===== src/rtl/txpb_pkg.sv =====
package txpb_pkg;
  typedef struct packed {
    logic memWr;   // append one byte to the current packet
    logic commit;  // close the current packet into a slot
    logic pop;     // retire the head packet
    logic rdAdv;   // step the read position
  } txpbStrobes_t;
endpackage


===== src/rtl/txpb_datapath.sv =====
module txpb_datapath
  import txpb_pkg::*;
#(
  parameter int DEPTH  = 64,
  parameter int DATA_W = 8,
  parameter int NSLOT  = 2
) (
  input  logic                        clk,
  input  logic                        rstN,
  input  txpbStrobes_t                strb,
  input  logic [DATA_W-1:0]           wrData,
  input  logic [$clog2(DEPTH):0]      fifoSize,
  output logic [$clog2(DEPTH):0]      curLen,
  output logic [$clog2(DEPTH):0]      pktLen,
  output logic                        rdAtEnd,
  output logic [DATA_W-1:0]           rdData
);
  localparam int AW = $clog2(DEPTH);
  localparam int LW = AW + 1;
  localparam int SW = (NSLOT > 1) ? $clog2(NSLOT) : 1;

  logic [DATA_W-1:0] mem [DEPTH];
  logic [AW-1:0]     wrPtr, pktBase, rdPtr;
  logic [LW-1:0]     rdOff, commitLen;
  logic [LW-1:0]     lenQ [NSLOT];
  logic [SW-1:0]     hd, tl;

  // Pointer add that wraps at the configured store size, not at DEPTH.
  function automatic logic [AW-1:0] wrapAdd(input logic [AW-1:0] a, input logic [LW-1:0] b,
                                            input logic [LW-1:0] size);
    logic [LW:0] s;
    s = {2'b00, a} + {1'b0, b};
    if (s >= {1'b0, size}) s = s - {1'b0, size};
    return s[AW-1:0];
  endfunction

  assign commitLen = curLen + {{(LW-1){1'b0}}, strb.memWr};
  assign rdPtr     = wrapAdd(pktBase, rdOff, fifoSize);
  assign rdData    = mem[rdPtr];
  assign pktLen    = lenQ[hd];
  assign rdAtEnd   = (rdOff >= pktLen);

  always_ff @(posedge clk) begin
    if (strb.memWr) mem[wrPtr] <= wrData;
  end

  always_ff @(posedge clk) begin
    if (!rstN) begin
      wrPtr  <= '0;
      curLen <= '0;
      tl     <= '0;
    end else begin
      if (strb.memWr) wrPtr <= wrapAdd(wrPtr, LW'(1), fifoSize);
      if (strb.commit) begin
        curLen <= '0;
        tl     <= (tl == SW'(NSLOT - 1)) ? '0 : tl + SW'(1);
      end else if (strb.memWr) begin
        curLen <= curLen + LW'(1);
      end
    end
  end

  always_ff @(posedge clk) begin
    if (!rstN) begin
      pktBase <= '0;
      rdOff   <= '0;
      hd      <= '0;
    end else if (strb.pop) begin
      pktBase <= wrapAdd(pktBase, pktLen, fifoSize);
      rdOff   <= '0;
      hd      <= (hd == SW'(NSLOT - 1)) ? '0 : hd + SW'(1);
    end else if (strb.rdAdv) begin
      rdOff <= rdOff + LW'(1);
    end
  end

  // One length register per packet slot.
  for (genvar g = 0; g < NSLOT; g++) begin : gSlot
    always_ff @(posedge clk) begin
      if (!rstN)                              lenQ[g] <= '0;
      else if (strb.commit && tl == SW'(g))   lenQ[g] <= commitLen;
    end
  end
endmodule


===== src/rtl/txpb_ctrl.sv =====
module txpb_ctrl
  import txpb_pkg::*;
#(
  parameter int LW = 7
) (
  input  logic          clk,
  input  logic          rstN,
  input  logic          wrValid,
  input  logic          manualSet,
  input  logic          autoSetEn,
  input  logic [LW-1:0] maxPktSize,
  input  logic [LW-1:0] fifoSize,
  input  logic          dblDisWr,
  input  logic          dblDisVal,
  input  logic          pktSent,
  input  logic          rdEn,
  input  logic          irqClr,
  input  logic          ovrClr,
  input  logic [LW-1:0] curLen,
  input  logic          rdAtEnd,
  output txpbStrobes_t  strb,
  output logic          txReady,
  output logic          fifoNotEmpty,
  output logic          dblActive,
  output logic          irqPulse,
  output logic          irqStatus,
  output logic          overrun
);
  logic [1:0] queued, cap;
  logic       dblDis, slotFree, pktFull, wrOk, autoHit, earlyClr, irqEvt;

  assign dblActive    = !dblDis && ({1'b0, fifoSize} >= {maxPktSize, 1'b0});
  assign cap          = dblActive ? 2'd2 : 2'd1;
  assign slotFree     = queued < cap;
  assign pktFull      = curLen >= maxPktSize;
  assign wrOk         = wrValid && slotFree && !pktFull;
  assign autoHit      = wrOk && autoSetEn && ((curLen + LW'(1)) == maxPktSize);
  assign fifoNotEmpty = (queued != 2'd0);

  always_comb begin
    strb        = '0;
    strb.memWr  = wrOk;
    strb.commit = slotFree && (autoHit || manualSet);
    strb.pop    = pktSent && fifoNotEmpty;
    strb.rdAdv  = rdEn && fifoNotEmpty && !rdAtEnd && !strb.pop;
  end

  // Two-slot mode: a lone committed packet releases the ready flag at once.
  assign earlyClr = txReady && dblActive && (queued == 2'd1) && !strb.commit && !strb.pop;
  assign irqEvt   = strb.pop || earlyClr;

  always_ff @(posedge clk) begin
    if (!rstN) begin
      queued    <= 2'd0;
      txReady   <= 1'b0;
      dblDis    <= 1'b1;
      irqPulse  <= 1'b0;
      irqStatus <= 1'b0;
      overrun   <= 1'b0;
    end else begin
      queued <= queued + {1'b0, strb.commit} - {1'b0, strb.pop};
      if (strb.commit)  txReady <= 1'b1;
      else if (irqEvt)  txReady <= 1'b0;
      if (dblDisWr) dblDis <= dblDisVal;
      irqPulse  <= irqEvt;
      irqStatus <= irqEvt | (irqStatus & ~irqClr);
      overrun   <= (wrValid && !wrOk) | (overrun & ~ovrClr);
    end
  end
endmodule


===== src/rtl/usb_tx_ep_buffer.sv =====
module usb_tx_ep_buffer
  import txpb_pkg::*;
#(
  parameter int DEPTH  = 64,
  parameter int DATA_W = 8,
  localparam int AW    = $clog2(DEPTH),
  localparam int LW    = AW + 1
) (
  input  logic              clk,
  input  logic              rstN,
  input  logic              wrValid,
  input  logic [DATA_W-1:0] wrData,
  input  logic              manualSet,
  input  logic              autoSetEn,
  input  logic [LW-1:0]     maxPktSize,
  input  logic [LW-1:0]     fifoSize,
  input  logic              dblDisWr,
  input  logic              dblDisVal,
  input  logic              rdEn,
  output logic [DATA_W-1:0] rdData,
  output logic [LW-1:0]     pktLen,
  input  logic              pktSent,
  output logic              txReady,
  output logic              fifoNotEmpty,
  output logic              dblActive,
  output logic              irqPulse,
  output logic              irqStatus,
  input  logic              irqClr,
  output logic              overrun,
  input  logic              ovrClr
);
  txpbStrobes_t  strb;
  logic [LW-1:0] curLen;
  logic          rdAtEnd;

  txpb_ctrl #(.LW(LW)) i_ctrl (
    .clk, .rstN, .wrValid, .manualSet, .autoSetEn, .maxPktSize, .fifoSize,
    .dblDisWr, .dblDisVal, .pktSent, .rdEn, .irqClr, .ovrClr,
    .curLen, .rdAtEnd, .strb, .txReady, .fifoNotEmpty, .dblActive,
    .irqPulse, .irqStatus, .overrun
  );

  txpb_datapath #(.DEPTH(DEPTH), .DATA_W(DATA_W), .NSLOT(2)) i_dp (
    .clk, .rstN, .strb, .wrData, .fifoSize, .curLen, .pktLen, .rdAtEnd, .rdData
  );
endmodule


===== config.mk =====
export PLATFORM = sky130hd
export DESIGN_NAME = usb_tx_ep_buffer
export DESIGN_NICKNAME = d
export VERILOG_FILES = /design/src/rtl/txpb_pkg.sv /design/src/rtl/txpb_datapath.sv /design/src/rtl/txpb_ctrl.sv /design/src/rtl/usb_tx_ep_buffer.sv
export SDC_FILE = /design/constraint.sdc
export NUM_CORES = 1
export LEC_CHECK = 0
export ABC_AREA = 1
export ABC_CLOCK_PERIOD_IN_PS = 8100
export BUFFER_PORTS_ARGS = -buffer_cell sky130_fd_sc_hd__buf_4
export CAP_MARGIN = 20
export CORE_MARGIN = 3
export CORE_UTILIZATION = 27
export DETAILED_ROUTE_END_ITERATION = 8
export PLACE_DENSITY_LB_ADDON = 0.3
export SLEW_MARGIN = 30
export SYNTH_ARGS = -nofsm -noshare
export SYNTH_HDL_FRONTEND = slang
export SYNTH_SLANG_ARGS = --single-unit

===== constraint.sdc =====
create_clock -name clk -period 8.1 [get_ports clk]
set_input_delay 0.81 -clock clk [delete_from_list [all_inputs] [get_ports clk]]
set_output_delay 0.81 -clock clk [all_outputs]
set_load 0.05 [all_outputs]

==> tab_implementation.tex, run 1 <==
\begin{tabular}{lr}
\hline
Metric & Value \\
\hline
\multicolumn{2}{l}{\textbf{STA}} \\
\quad Worst slew slack as a fraction of its limit & roughly a third \\
\quad Final Cycle Share & 80.36\% \\
\quad Transition time of the tightest slew-check pin & 0.9830 ns \\
\quad Final count of negative-setup-slack endpoints & 0 \\
\quad WHS & approximately 0.42 ns \\
\quad Time the worst path needs with I/O delays and setup & 6.510 ns \\
\quad Final Max Slew Viols & 0 \\
\quad Final Hold Vio Count & 0 \\
\quad RSZ-0062 raised after global routing & no \\
\quad Fmax achieved & $\sim$150 MHz \\
\quad Clock tree skew after final layout & 0.04088 ns \\
\quad Total Neg Setup Slack & 0 ns \\
\multicolumn{2}{l}{\textbf{Pwr}} \\
\quad IR drop worst, VDD & 0.5240 mV \\
\quad Reported leakage power & about 13 nW \\
\quad Total power draw & 11.06 mW \\
\quad P per Cell Area & 359.3 nW/um\^{}2 \\
\multicolumn{2}{l}{\textbf{Layout}} \\
\quad Count of inserted antenna diode cells & 0 \\
\quad Total of fill cells in the finished design & 10276 \\
\quad Most frequent cells in the layout & sky130\_fd\_sc\_hd\_\_nand2\_1 (617), sky130\_fd\_sc\_hd\_\_inv\_1 (583), sky130\_fd\_sc\_hd\_\_nand3\_1 (561) \\
\quad Share of cells above drive strength 1 & under 10\% \\
\quad Most common library cell in the layout ignoring fill and taps & sky130\_fd\_sc\_hd\_\_nand2\_1 \\
\quad Final \#Nets & around 3000 \\
\quad Area grow syn2layout & 12.96\% \\
\quad Flip-flop and latch area & approximately 17000 um\^{}2 \\
\quad Multi-input gate area in the final layout & just under 8000 um\^{}2 \\
\multicolumn{2}{l}{\textbf{GRT}} \\
\quad Remaining Overflow, GRT & 0 \\
\quad Number of global-route vias before repair & 18058 \\
\quad Antenna violations before repair & 0 \\
\quad GRT Resource Usage Total & 14.14\% \\
\quad Pin count of the biggest net entering global routing & roughly 120 \\
\quad Global-route wire length before repair & 112400 um \\
\multicolumn{2}{l}{\textbf{Routing}} \\
\quad Routed len/inst & 17.82 um \\
\quad Total vias in the final route & 18886 \\
\quad Detailed Route WL & 74620 um \\
\quad Residual antenna-violating net count after detailed routing & 0 \\
\quad Average vias per placed instance & 4.510 \\
\quad Post-route DRC violation count & 0 \\
\quad Router iterations before antenna repair & 6 \\
\quad Iteration-0 DRC count of the detailed router & 1515 \\
\multicolumn{2}{l}{\textbf{Worst hold path}} \\
\quad Worst min-delay path class & input pin to flop \\
\multicolumn{2}{l}{\textbf{Critical path}} \\
\quad Worst Setup Start Kind & flop \\
\quad Classification of the worst setup path & flop to primary output \\
\quad Required time of the worst setup path & between 7 and 8 ns \\
\quad Maximum single-stage delay on the critical path & 0.58 ns \\
\quad Crit Path Max Fanout & roughly 110 \\
\quad Arrival @ worst endpoint & 5.70 ns \\
\quad Critical Path End Type & primary output \\
\quad Slowest library cell on the worst path & sky130\_fd\_sc\_hd\_\_nand2\_8 \\
\multicolumn{2}{l}{\textbf{Logic synthesis}} \\
\quad Cell count after synthesis & 2836 \\
\quad Synth Register Bits & 562 \\
\quad Number of nets produced by synthesis & 2934 \\
\quad Synth cell types & 52 \\
\quad Warnings, synthesis & 0 \\
\quad Most frequently used flop master after synthesis & sky130\_fd\_sc\_hd\_\_edfxtp\_1 \\
\quad Fraction of the yosys area taken by sequential cells & 60.62\% \\
\quad Mean instance size in the synthesized netlist & 9.606 um\^{}2 \\
\quad EDFF count, synth & 526 \\
\quad Syn Std Cell Area & roughly 27000 um\^{}2 \\
\quad Post-synth ARST share & 0\% \\
\multicolumn{2}{l}{\textbf{Clocking}} \\
\quad Number of buffers inserted for hold repair after clock tree synthesis & 0 \\
\quad Number of clock sinks seen by CTS & 562 \\
\quad Resized Gates After CTS & 0 \\
\quad Maximum count of clock buffers along a single path & 3 \\
\quad Setup fix buffers added after clock tree synthesis & 0 \\
\quad Inserted Clock Buffers & 66 \\
\quad Clock transition at path regs & 0.05 ns \\
\quad CTS tree & built \\
\quad Root Buffer & sky130\_fd\_sc\_hd\_\_clkbuf\_16 \\
\quad H-tree depth & 3 \\
\quad Worst-skew pair later-pin latency & between 0.6 and 0.7 ns \\
\multicolumn{2}{l}{\textbf{Floorplan}} \\
\quad Starting utilization of the core area & approximately 27\% \\
\quad Total die area & 104700 um\^{}2 \\
\quad Number of I/O pins & 54 \\
\quad Site row count & about 120 \\
\quad Standard cell core area & 99280 um\^{}2 \\
\quad Die X-Extent & 323.7 um \\
\quad Vertical extent of the die & 323.7 um \\
\multicolumn{2}{l}{\textbf{Placement}} \\
\quad Sum of net half-perimeters after detailed placement & 44810 um \\
\quad Final weighted congestion in routability-driven placement & 0.8248 \\
\quad Count of buffers inserted at the top-level ports & 53 \\
\multicolumn{2}{l}{\textbf{Status}} \\
\quad Outcome & completed \\
\multicolumn{2}{l}{\textbf{Flow run}} \\
\quad Max-cap violation count & 0 \\
\hline
\end{tabular}
[final timing paths]
kind                              start                      endpoint  slack [ns]  cells past startpoint
max          i_dp.rdOff[0]$_SDFFE_PP0P_                     rdData[5]        1.59                     25
min                            dblDisWr    i_ctrl.dblDis$_SDFFE_PN1P_        0.42                      2
max reg2reg                        flop  i_dp.pktBase[3]$_SDFFE_PN0P_        4.28                     18
min reg2reg        i_dp.hd$_SDFFE_PN0P_                          flop        0.46                      1
[synth_stat cells, types with 2 or more instances]
master	count	area [um^2]
sky130_fd_sc_hd__nand2_1	618	2320
sky130_fd_sc_hd__inv_1	583	2188
sky130_fd_sc_hd__nand3_1	561	2808
sky130_fd_sc_hd__edfxtp_1	526	15800
sky130_fd_sc_hd__nor2_1	120	450.4
sky130_fd_sc_hd__ha_1	60	750.7
sky130_fd_sc_hd__a21oi_1	52	260.3
sky130_fd_sc_hd__buf_2	48	240.2
sky130_fd_sc_hd__dfxtp_1	36	720.7
sky130_fd_sc_hd__o21ai_0	34	170.2
sky130_fd_sc_hd__buf_4	32	240.2
sky130_fd_sc_hd__clkbuf_1	27	101.4
sky130_fd_sc_hd__xor2_1	24	210.2
sky130_fd_sc_hd__buf_6	13	146.4
sky130_fd_sc_hd__nor3_1	13	65.06
sky130_fd_sc_hd__xnor2_1	9	78.83
sky130_fd_sc_hd__nand4_1	8	50.05
sky130_fd_sc_hd__nand2_2	7	43.79
sky130_fd_sc_hd__inv_2	6	22.52
sky130_fd_sc_hd__fa_1	5	100.1
sky130_fd_sc_hd__o211ai_1	5	37.54
sky130_fd_sc_hd__nand3_2	4	40.04
sky130_fd_sc_hd__or2_2	4	25.02
sky130_fd_sc_hd__a21o_1	3	22.52
sky130_fd_sc_hd__a31oi_1	3	18.77
sky130_fd_sc_hd__o21ai_2	3	26.28
sky130_fd_sc_hd__a211oi_1	2	15.01
sky130_fd_sc_hd__buf_1	2	7.510
sky130_fd_sc_hd__nand2_4	2	22.52
sky130_fd_sc_hd__nand3b_1	2	15.01
sky130_fd_sc_hd__o21a_1	2	15.01
sky130_fd_sc_hd__o21ai_1	2	10.01
[area by class of cell]
cell class                      count  share of cell area [%]
Sequential cell                   562                   53.67
Multi-Input combinational cell   1562                   25.43
Inverter                          589                   7.188
Clock buffer                       77                   5.501
Tap cell                         1287                   5.233
Timing Repair Buffer               75                   2.017
Clock inverter                     36                  0.9636
[state kept, by name (all words and copies together) (netlist names), 2 cells and up, named ones only]
register	cells
i_ctrl.queued	2
i_dp.rdOff	7
i_dp.pktBase	6
i_dp.wrPtr	6
i_dp.lenQ	14
i_dp.mem	512
i_dp.curLen	7
[cell families (layout without fill, tap and decap cells)]
group / after synthesis / after routing / synth area share, %
xor gates and xnor gates: 34 / 34 / 1.144
muxes: 1 / 1 / 0.04133
AOI/OAI and AO/OA: 116 / 116 / 2.462
adders and majority gates: 65 / 65 / 3.123
DFF: 562 / 562 / 60.62
and+or+nand+nor: 1346 / 1346 / 21.74
buffers and inverters: 712 / 777 / 10.87
[worst max-delay path: cells and delay by family, from the launching register on]
family | cells | cell delay [ns]
AND/OR/NAND/NOR | 18 | 2.89
buffers and inverters | 4 | 0.81
adder cells (fa/ha/maj) | 3 | 1.00
flip-flops | 1 | 0.35
[through the flow]
stage | cells | instance area [um^2] | setup slack [ns] | util (%)
CTS | 4188 | 30760 | 1.121 | 30.99
detailed placement | 4075 | 28780 | 1.770 | 28.98
floorplan | 2836 | 27240 | 3.758 | -
finish | 4188 | 30770 | 1.590 | 31.00
global placement | 4074 | 28740 | 1.776 | 28.95
global route | 4188 | 30770 | 1.158 | 31.00
[metal layers]
layer | vias up | routed length [um] | global-route usage, %
met1 | 8966 | 34630 | 19.84
met4 | 0 | 2062 | 4.376
met3 | 115 | 4265 | 2.021
met5 | - | 0 | 0
met2 | 539 | 33660 | 22.62
li1 | 9266 | - | -
[report_power, final]
part | internal (mW) | switching (mW)
Sequential | 3.25 | 0.0605
Clock | 1.60 | 1.21
Combinational | 1.37 | 3.57
Total | 6.22 | 4.84
(Power assumes the default switching activity.)
==> run 2, diff against run 1 <==
- ABC_CLOCK_PERIOD_IN_PS: 8100 -> 5950
- clock period: 8.1 -> 5.95 ns (I/O delays scaled with it)
==> tab_implementation.tex, run 2 (synthesis gave the netlist of run 1 again) <==
\begin{tabular}{lr}
\hline
Metric & Value \\
\hline
\multicolumn{2}{l}{\textbf{Status}} \\
\quad Outcome & completed \\
\multicolumn{2}{l}{\textbf{Pwr}} \\
\quad IR drop worst, VDD & 0.7060 mV \\
\quad Reported leakage power & roughly 13 nW \\
\quad P per Cell Area & 496.3 nW/um\^{}2 \\
\multicolumn{2}{l}{\textbf{Clocking}} \\
\quad Clock transition at path regs & roughly 0.060 ns \\
\quad Number of clock sinks seen by CTS & between 500 and 600 \\
\quad Worst-skew pair later-pin latency & 0.62 ns \\
\quad Inserted Clock Buffers & 66 \\
\quad CTS tree & built \\
\quad Maximum count of clock buffers along a single path & 3 \\
\quad Root Buffer & sky130\_fd\_sc\_hd\_\_clkbuf\_16 \\
\quad H-tree depth & 3 \\
\quad Number of buffers inserted for hold repair after clock tree synthesis & 0 \\
\multicolumn{2}{l}{\textbf{GRT}} \\
\quad Global-route wire length before repair & 114600 um \\
\quad Remaining Overflow, GRT & 0 \\
\quad GRT Resource Usage Total & $\sim$14\% \\
\quad Number of global-route vias before repair & 18456 \\
\quad Pin count of the biggest net entering global routing & 65 \\
\quad Antenna violations before repair & 0 \\
\multicolumn{2}{l}{\textbf{Critical path}} \\
\quad Slowest library cell on the worst path & sky130\_fd\_sc\_hd\_\_fa\_1 \\
\quad Required time of the worst setup path & 5.36 ns \\
\quad Critical Path End Type & primary output \\
\quad Arrival @ worst endpoint & 5.04 ns \\
\quad Sequence of cells on the critical path & ha\_1 -> fa\_1 -> inv\_1 -> fa\_1 -> inv\_1 -> nand2\_1 -> nand2\_1 -> nand2\_1 -> nand2\_1 -> nand2\_1 -> nand2\_2 -> nand2\_4 -> nand2\_8 -> nand2\_4 -> nand2\_8 -> buf\_12 -> nand2\_1 -> nand3\_1 -> nand3\_1 -> nand3\_1 -> nand3\_1 -> nand3\_1 -> nand2\_1 -> buf\_4 \\
\quad Worst R2R End & i\_dp.mem[45][3]\$\_DFFE\_PP\_ \\
\quad Classification of the worst setup path & flop to primary output \\
\quad Maximum single-stage delay on the critical path & 0.67 ns \\
\quad Worst Setup Start Kind & flop \\
\quad Register-to-Register Setup Slack & 2.04 ns \\
\quad FF-to-FF Start & i\_dp.curLen[2]\$\_SDFFE\_PP0P\_ \\
\quad Cells on worst reg2reg path & 10 \\
\quad Most Frequent Cell on Critical Path & sky130\_fd\_sc\_hd\_\_nand2\_1 \\
\quad Crit Path Max Fanout & 55 \\
\multicolumn{2}{l}{\textbf{Layout}} \\
\quad Area grow syn2layout & 14.72\% \\
\quad Count of inserted antenna diode cells & 0 \\
\quad Share of cells above drive strength 1 & 8.262\% \\
\quad Registers with the highest flip-flop counts & i\_dp.mem (512), i\_dp.lenQ (14) \\
\quad Total of fill cells in the finished design & 10244 \\
\quad Final \#Nets & 2993 \\
\quad Largest register by flop count & i\_dp.mem \\
\quad Most common library cell in the layout ignoring fill and taps & sky130\_fd\_sc\_hd\_\_nand2\_1 \\
\quad Max reg flops & slightly above 500 \\
\quad Most frequent cells in the layout & sky130\_fd\_sc\_hd\_\_nand2\_1 (617), sky130\_fd\_sc\_hd\_\_inv\_1 (583), sky130\_fd\_sc\_hd\_\_nand3\_1 (561) \\
\multicolumn{2}{l}{\textbf{Floorplan}} \\
\quad Vertical extent of the die & $\sim$320 um \\
\quad Site row count & $\sim$120 \\
\quad Total die area & approximately 100000 um\^{}2 \\
\quad Number of I/O pins & 54 \\
\quad Die X-Extent & 323.7 um \\
\quad Standard cell core area & 99280 um\^{}2 \\
\quad Starting utilization of the core area & between 20\% and 30\% \\
\multicolumn{2}{l}{\textbf{Routing}} \\
\quad Total vias in the final route & 19144 \\
\quad Detailed Route WL & $\sim$76000 um \\
\quad Iteration-0 DRC count of the detailed router & 1447 \\
\quad Residual antenna-violating net count after detailed routing & 0 \\
\quad Router iterations before antenna repair & 5 \\
\quad Average vias per placed instance & 4.528 \\
\quad Post-route DRC violation count & 0 \\
\quad Routed len/inst & roughly 18 um \\
\multicolumn{2}{l}{\textbf{STA}} \\
\quad Worst slew slack as a fraction of its limit & 36.66\% \\
\quad RSZ-0062 raised after global routing & no \\
\quad Final count of negative-setup-slack endpoints & 0 \\
\quad Final Cycle Share & approximately 95\% \\
\quad Clock tree skew after final layout & between 0.02 and 0.03 ns \\
\quad Final Hold Vio Count & 0 \\
\quad Transition time of the tightest slew-check pin & 0.9466 ns \\
\quad Setup ws final & 0.3108 ns \\
\quad Final Max Slew Viols & 0 \\
\quad Fmax achieved & approximately 180 MHz \\
\quad Time the worst path needs with I/O delays and setup & 5.639 ns \\
\quad Total Neg Setup Slack & 0 ns \\
\multicolumn{2}{l}{\textbf{Placement}} \\
\quad Sum of net half-perimeters after detailed placement & 46960 um \\
\quad Final weighted congestion in routability-driven placement & between 0.8 and 0.9 \\
\quad Worst Setup Slack post-DPL & around 0.86 ns \\
\quad Count of buffers inserted at the top-level ports & 53 \\
\multicolumn{2}{l}{\textbf{Worst hold path}} \\
\quad Worst min-delay path class & input pin to flop \\
\quad Critical hold path startpoint & dblDisWr \\
\quad Worst-case hold path end point & i\_ctrl.dblDis\$\_SDFFE\_PN1P\_ \\
\quad Number of cells on the worst hold path & 2 \\
\multicolumn{2}{l}{\textbf{Flow run}} \\
\quad Max-cap violation count & 0 \\
\hline
\end{tabular}
run 2: cell types whose count changed in the layout (fill, tap and decap cells not counted), sizes merged:
cell | previous run | this run
clkinv | 30 | 26
clkinvlp | 1 | 0
nand2 | 628 | 629
inv | 591 | 592
buf | 75 | 113
clkbuf | 77 | 82
run 2: layer usage:
metal | routed length, um | track usage [%] | up-vias
li1 | - | - | 9345
met1 | 34000 | 19.34 | 9157
met2 | 35920 | 23.96 | 516
met3 | 4055 | 2.096 | 126
met4 | 2096 | 4.467 | 0
met5 | 0 | 0 | -
run 2: worst max-delay path, delay by kind of cell, from the launching register on:
family,cells,cell delay (ns)
and+or+nand+nor,17,2.03
adders and majority gates,3,1.31
buffers and inverters,4,0.72
DFF,1,0.35
run 2: where the power goes:
part	switching (mW)	internal [mW]	total (mW)
sequential	0.0763	4.43	4.50
combinational	5.02	2.05	7.07
clock	1.69	2.25	3.94
run 2: final cells by class:
| cell class | count | area (um^2) | share of cell area [%] |
|---|---|---|---|
| Sequential cell | 562 | 16520 | 52.84 |
| Multi-Input combinational cell | 1563 | 7825 | 25.04 |
| Inverter | 589 | 2213 | 7.082 |
| Clock buffer | 82 | 1753 | 5.608 |
| Tap cell | 1287 | 1610 | 5.152 |
| Timing Repair Buffer | 113 | 1010 | 3.231 |
| Clock inverter | 32 | 327.8 | 1.049 |
run 2: worst max-delay path by stage:
stage / from / endpoint / depth (start not counted)
after floorplan: i_dp.rdOff[0]$_SDFFE_PP0P_ / rdData[5] / 24
after global placement: i_dp.rdOff[0]$_SDFFE_PP0P_ / rdData[4] / 25
after detailed placement: i_dp.rdOff[0]$_SDFFE_PP0P_ / rdData[4] / 24
after CTS: i_dp.rdOff[0]$_SDFFE_PP0P_ / rdData[4] / 24
after global routing: i_dp.rdOff[0]$_SDFFE_PP0P_ / rdData[4] / 24
final: i_dp.rdOff[0]$_SDFFE_PP0P_ / rdData[4] / 24
run 2: per-stage QoR:
stage,util (%),instances,power (mW),cell area (um^2),hold slack [ns]
2_1_floorplan,-,2836,9.296,27240,0.4258
3_3_place_gp,29.32,4110,11.64,29110,0.4371
3_5_place_dp,29.32,4110,11.64,29110,0.4447
4_1_cts,31.42,4224,15.61,31190,0.1507
5_1_grt,31.48,4228,16.43,31260,0.1824
6_report,31.48,4228,15.51,31260,0.1840
run 2: what timing repair did:
item | CTS | global route
setup endpoints to repair | 0 | 4
endpoints found under the hold margin | 0 | 0
gates resized for setup | 0 | 4
buffers inserted | 0 | 3
==> run 3, diff against run 2 <==
- GPL_TIMING_DRIVEN: not set -> 0
==> tab_implementation.tex, run 3 (synthesis gave the netlist of run 1 again) <==
\begin{tabular}{lr}
\hline
Metric & Value \\
\hline
\multicolumn{2}{l}{\textbf{Critical path}} \\
\quad Classification of the worst setup path & flop to primary output \\
\quad Required time of the worst setup path & 5.36 ns \\
\quad Worst Setup Start Kind & flop \\
\quad Critical Path End Type & primary output \\
\quad Arrival @ worst endpoint & $\sim$5.1 ns \\
\quad Crit Path Max Fanout & 10 \\
\multicolumn{2}{l}{\textbf{Routing}} \\
\quad Met3 wire len & 7477 um \\
\quad Residual antenna-violating net count after detailed routing & 0 \\
\quad Average vias per placed instance & 4.567 \\
\quad Routed len/inst & 19.16 um \\
\quad Total vias in the final route & 19587 \\
\quad Detailed Route WL & 82180 um \\
\quad Metal2 WL & about 36000 um \\
\quad Routed length on met1 & 36570 um \\
\quad Iteration-0 DRC count of the detailed router & 1803 \\
\quad Post-route DRC violation count & 0 \\
\quad Top routing layer in use & met5 \\
\quad Router iterations before antenna repair & 8 \\
\multicolumn{2}{l}{\textbf{Layout}} \\
\quad Most frequent cells in the layout & sky130\_fd\_sc\_hd\_\_nand2\_1 (618), sky130\_fd\_sc\_hd\_\_inv\_1 (583), sky130\_fd\_sc\_hd\_\_nand3\_1 (561) \\
\quad Total of fill cells in the finished design & slightly above 10000 \\
\quad Max reg flops & 512 \\
\quad Area grow syn2layout & 15.46\% \\
\quad Total non-filler cell area in the finished layout & 31460 um\^{}2 \\
\quad Final core occ & 31.68\% \\
\quad Share of cells above drive strength 1 & roughly a tenth \\
\quad Largest register by flop count & i\_dp.mem \\
\quad Registers with the highest flip-flop counts & i\_dp.mem (512), i\_dp.lenQ (14) \\
\quad Most common library cell in the layout ignoring fill and taps & sky130\_fd\_sc\_hd\_\_nand2\_1 \\
\quad Final \#Nets & 3051 \\
\multicolumn{2}{l}{\textbf{Pwr}} \\
\quad Total power draw & 16.17 mW \\
\quad P per Cell Area & slightly above 500 nW/um\^{}2 \\
\quad Reported leakage power & 13.39 nW \\
\quad IR drop worst, VDD & between 0.6 and 0.7 mV \\
\multicolumn{2}{l}{\textbf{STA}} \\
\quad Clock tree skew after final layout & 0.08459 ns \\
\quad Fmax achieved & 175.1 MHz \\
\quad RSZ-0062 raised after global routing & no \\
\quad Final Hold Vio Count & 0 \\
\quad Total Neg Setup Slack & 0 ns \\
\quad Time the worst path needs with I/O delays and setup & 5.712 ns \\
\quad Final Max Slew Viols & 0 \\
\quad Final Cycle Share & 95.99\% \\
\quad Worst slew slack as a fraction of its limit & 34.18\% \\
\quad Final count of negative-setup-slack endpoints & 0 \\
\quad Transition time of the tightest slew-check pin & between 0.9 and 1 ns \\
\multicolumn{2}{l}{\textbf{Clocking}} \\
\quad CTS tree & built \\
\quad Maximum count of clock buffers along a single path & 3 \\
\quad Inserted Clock Buffers & 60 \\
\quad Clock transition at path regs & 0.06 ns \\
\quad Number of clock sinks seen by CTS & 562 \\
\quad Root Buffer & sky130\_fd\_sc\_hd\_\_clkbuf\_16 \\
\quad H-tree depth & 2 \\
\quad Setup fix buffers added after clock tree synthesis & 0 \\
\quad Worst-skew pair later-pin latency & 0.68 ns \\
\multicolumn{2}{l}{\textbf{Flow run}} \\
\quad Max-cap violation count & 0 \\
\multicolumn{2}{l}{\textbf{Floorplan}} \\
\quad Standard cell core area & between 90000 and 100000 um\^{}2 \\
\quad Starting utilization of the core area & 27.44\% \\
\quad Vertical extent of the die & 323.7 um \\
\quad Site row count & 115 \\
\quad Die X-Extent & 323.7 um \\
\quad Number of I/O pins & 54 \\
\quad Total die area & 104700 um\^{}2 \\
\multicolumn{2}{l}{\textbf{Worst hold path}} \\
\quad Worst min-delay path class & input pin to flop \\
\multicolumn{2}{l}{\textbf{GRT}} \\
\quad Pin count of the biggest net entering global routing & 65 \\
\quad Antenna violations before repair & 2 \\
\quad Global-route wire length before repair & 120400 um \\
\quad Number of global-route vias before repair & 18295 \\
\quad Remaining Overflow, GRT & 0 \\
\quad GRT Resource Usage Total & between 10\% and 20\% \\
\multicolumn{2}{l}{\textbf{Placement}} \\
\quad Sum of net half-perimeters after detailed placement & roughly 56000 um \\
\quad Final weighted congestion in routability-driven placement & 0.9036 \\
\quad Count of buffers inserted at the top-level ports & 53 \\
\quad Post-detailed-placement cell area & between 20000 and 30000 um\^{}2 \\
\multicolumn{2}{l}{\textbf{Status}} \\
\quad Outcome & completed \\
\hline
\end{tabular}
==> run 3: cell types whose count changed in the layout (fill, tap and decap cells not counted), moves of 6 or more <==
cell,change
sky130_fd_sc_hd__buf_2,+40
sky130_fd_sc_hd__clkbuf_4,+6
sky130_fd_sc_hd__buf_6,+12
sky130_fd_sc_hd__clkbuf_1,+19
sky130_fd_sc_hd__clkbuf_2,+8
sky130_fd_sc_hd__buf_4,-11
sky130_fd_sc_hd__clkbuf_16,-7
sky130_fd_sc_hd__nor2_2,+9
sky130_fd_sc_hd__nor2_1,-9
sky130_fd_sc_hd__bufinv_16,+6
sky130_fd_sc_hd__buf_12,-11
==> run 3: repair_timing <==
action / in CTS / in global routing
hold buffers: 0 / 0
endpoints found under the hold margin: 0 / 0
endpoints found under the setup margin: 0 / 8
gates resized for setup: 0 / 26
==> run 3: cell type report <==
cell class	instances	area [um^2]	area share, %
Inverter	589	2211	7.028
Clock buffer	75	1598	5.079
Buffer	123	780.7	2.482
Multi-Input combinational cell	1562	7846	24.94
Sequential cell	562	16520	52.50
Antenna cell	2	5.005	0.01591
Timing Repair Buffer	55	412.9	1.313
Clock inverter	34	476.7	1.515
Tap cell	1287	1610	5.119
==> run 3: path summary, 6_finish.rpt <==
| path | startpoint | cells past startpoint | slack (ns) | to |
|---|---|---|---|---|
| setup / recovery | i_dp.rdOff[0]$_SDFFE_PP0P_ | 22 | 0.24 | rdData[3] |
| hold / removal | dblDisWr | 2 | 0.18 | i_ctrl.dblDis$_SDFFE_PN1P_ |
| setup reg to reg | flop | 20 | 2.00 | i_dp.pktBase[3]$_SDFFE_PN0P_ |
| hold reg to reg | i_dp.hd$_SDFFE_PN0P_ | 1 | 0.46 | i_dp.hd$_SDFFE_PN0P_ |
==> run 3: worst max-delay path, cell delays in order (launching register included) <==
cell                       delay, ns
sky130_fd_sc_hd__dfxtp_1        0.36
sky130_fd_sc_hd__ha_1           0.25
sky130_fd_sc_hd__fa_1           0.47
sky130_fd_sc_hd__nand3_1        0.09
sky130_fd_sc_hd__nand2_1        0.06
sky130_fd_sc_hd__or2_2          0.27
sky130_fd_sc_hd__nand2_1        0.15
sky130_fd_sc_hd__inv_1          0.06
sky130_fd_sc_hd__ha_1           0.31
sky130_fd_sc_hd__nand2_1        0.07
sky130_fd_sc_hd__inv_1          0.03
sky130_fd_sc_hd__nand2_1        0.07
sky130_fd_sc_hd__nand2_2        0.06
sky130_fd_sc_hd__nand2_4        0.11
sky130_fd_sc_hd__nand2_8        0.08
sky130_fd_sc_hd__buf_8          0.15
sky130_fd_sc_hd__o21ai_2        0.44
sky130_fd_sc_hd__clkbuf_2       0.42
sky130_fd_sc_hd__nand3_1        0.27
sky130_fd_sc_hd__nand3_1        0.17
sky130_fd_sc_hd__nand3_1        0.12
sky130_fd_sc_hd__nand2_1        0.23
sky130_fd_sc_hd__buf_4          0.24
==> run 3: through the flow <==
stage	std cells	setup slack, ns	hold WS, ns
after floorplan	2836	1.823	0.4258
after global placement	4176	0.7453	0.4351
after detailed placement	4178	0.7380	0.4466
after CTS	4287	0.06840	0.1434
after global routing	4287	0.007730	0.1586
final	4289	0.2383	0.1848
==> run 3: metal layers <==
metal / vias to the layer above / GRT usage (%)
met5: - / 0.4535
met4: 2 / 4.396
li1: 9470 / -
met2: 730 / 24.09
met1: 9271 / 21.70
met3: 114 / 3.931
==> run 3: where the power goes <==
part / total (mW) / switching (mW) / internal (mW)
Combinational: 7.74 / 5.56 / 2.19
Sequential: 4.49 / 0.0614 / 4.43
Clock: 3.94 / 1.64 / 2.30
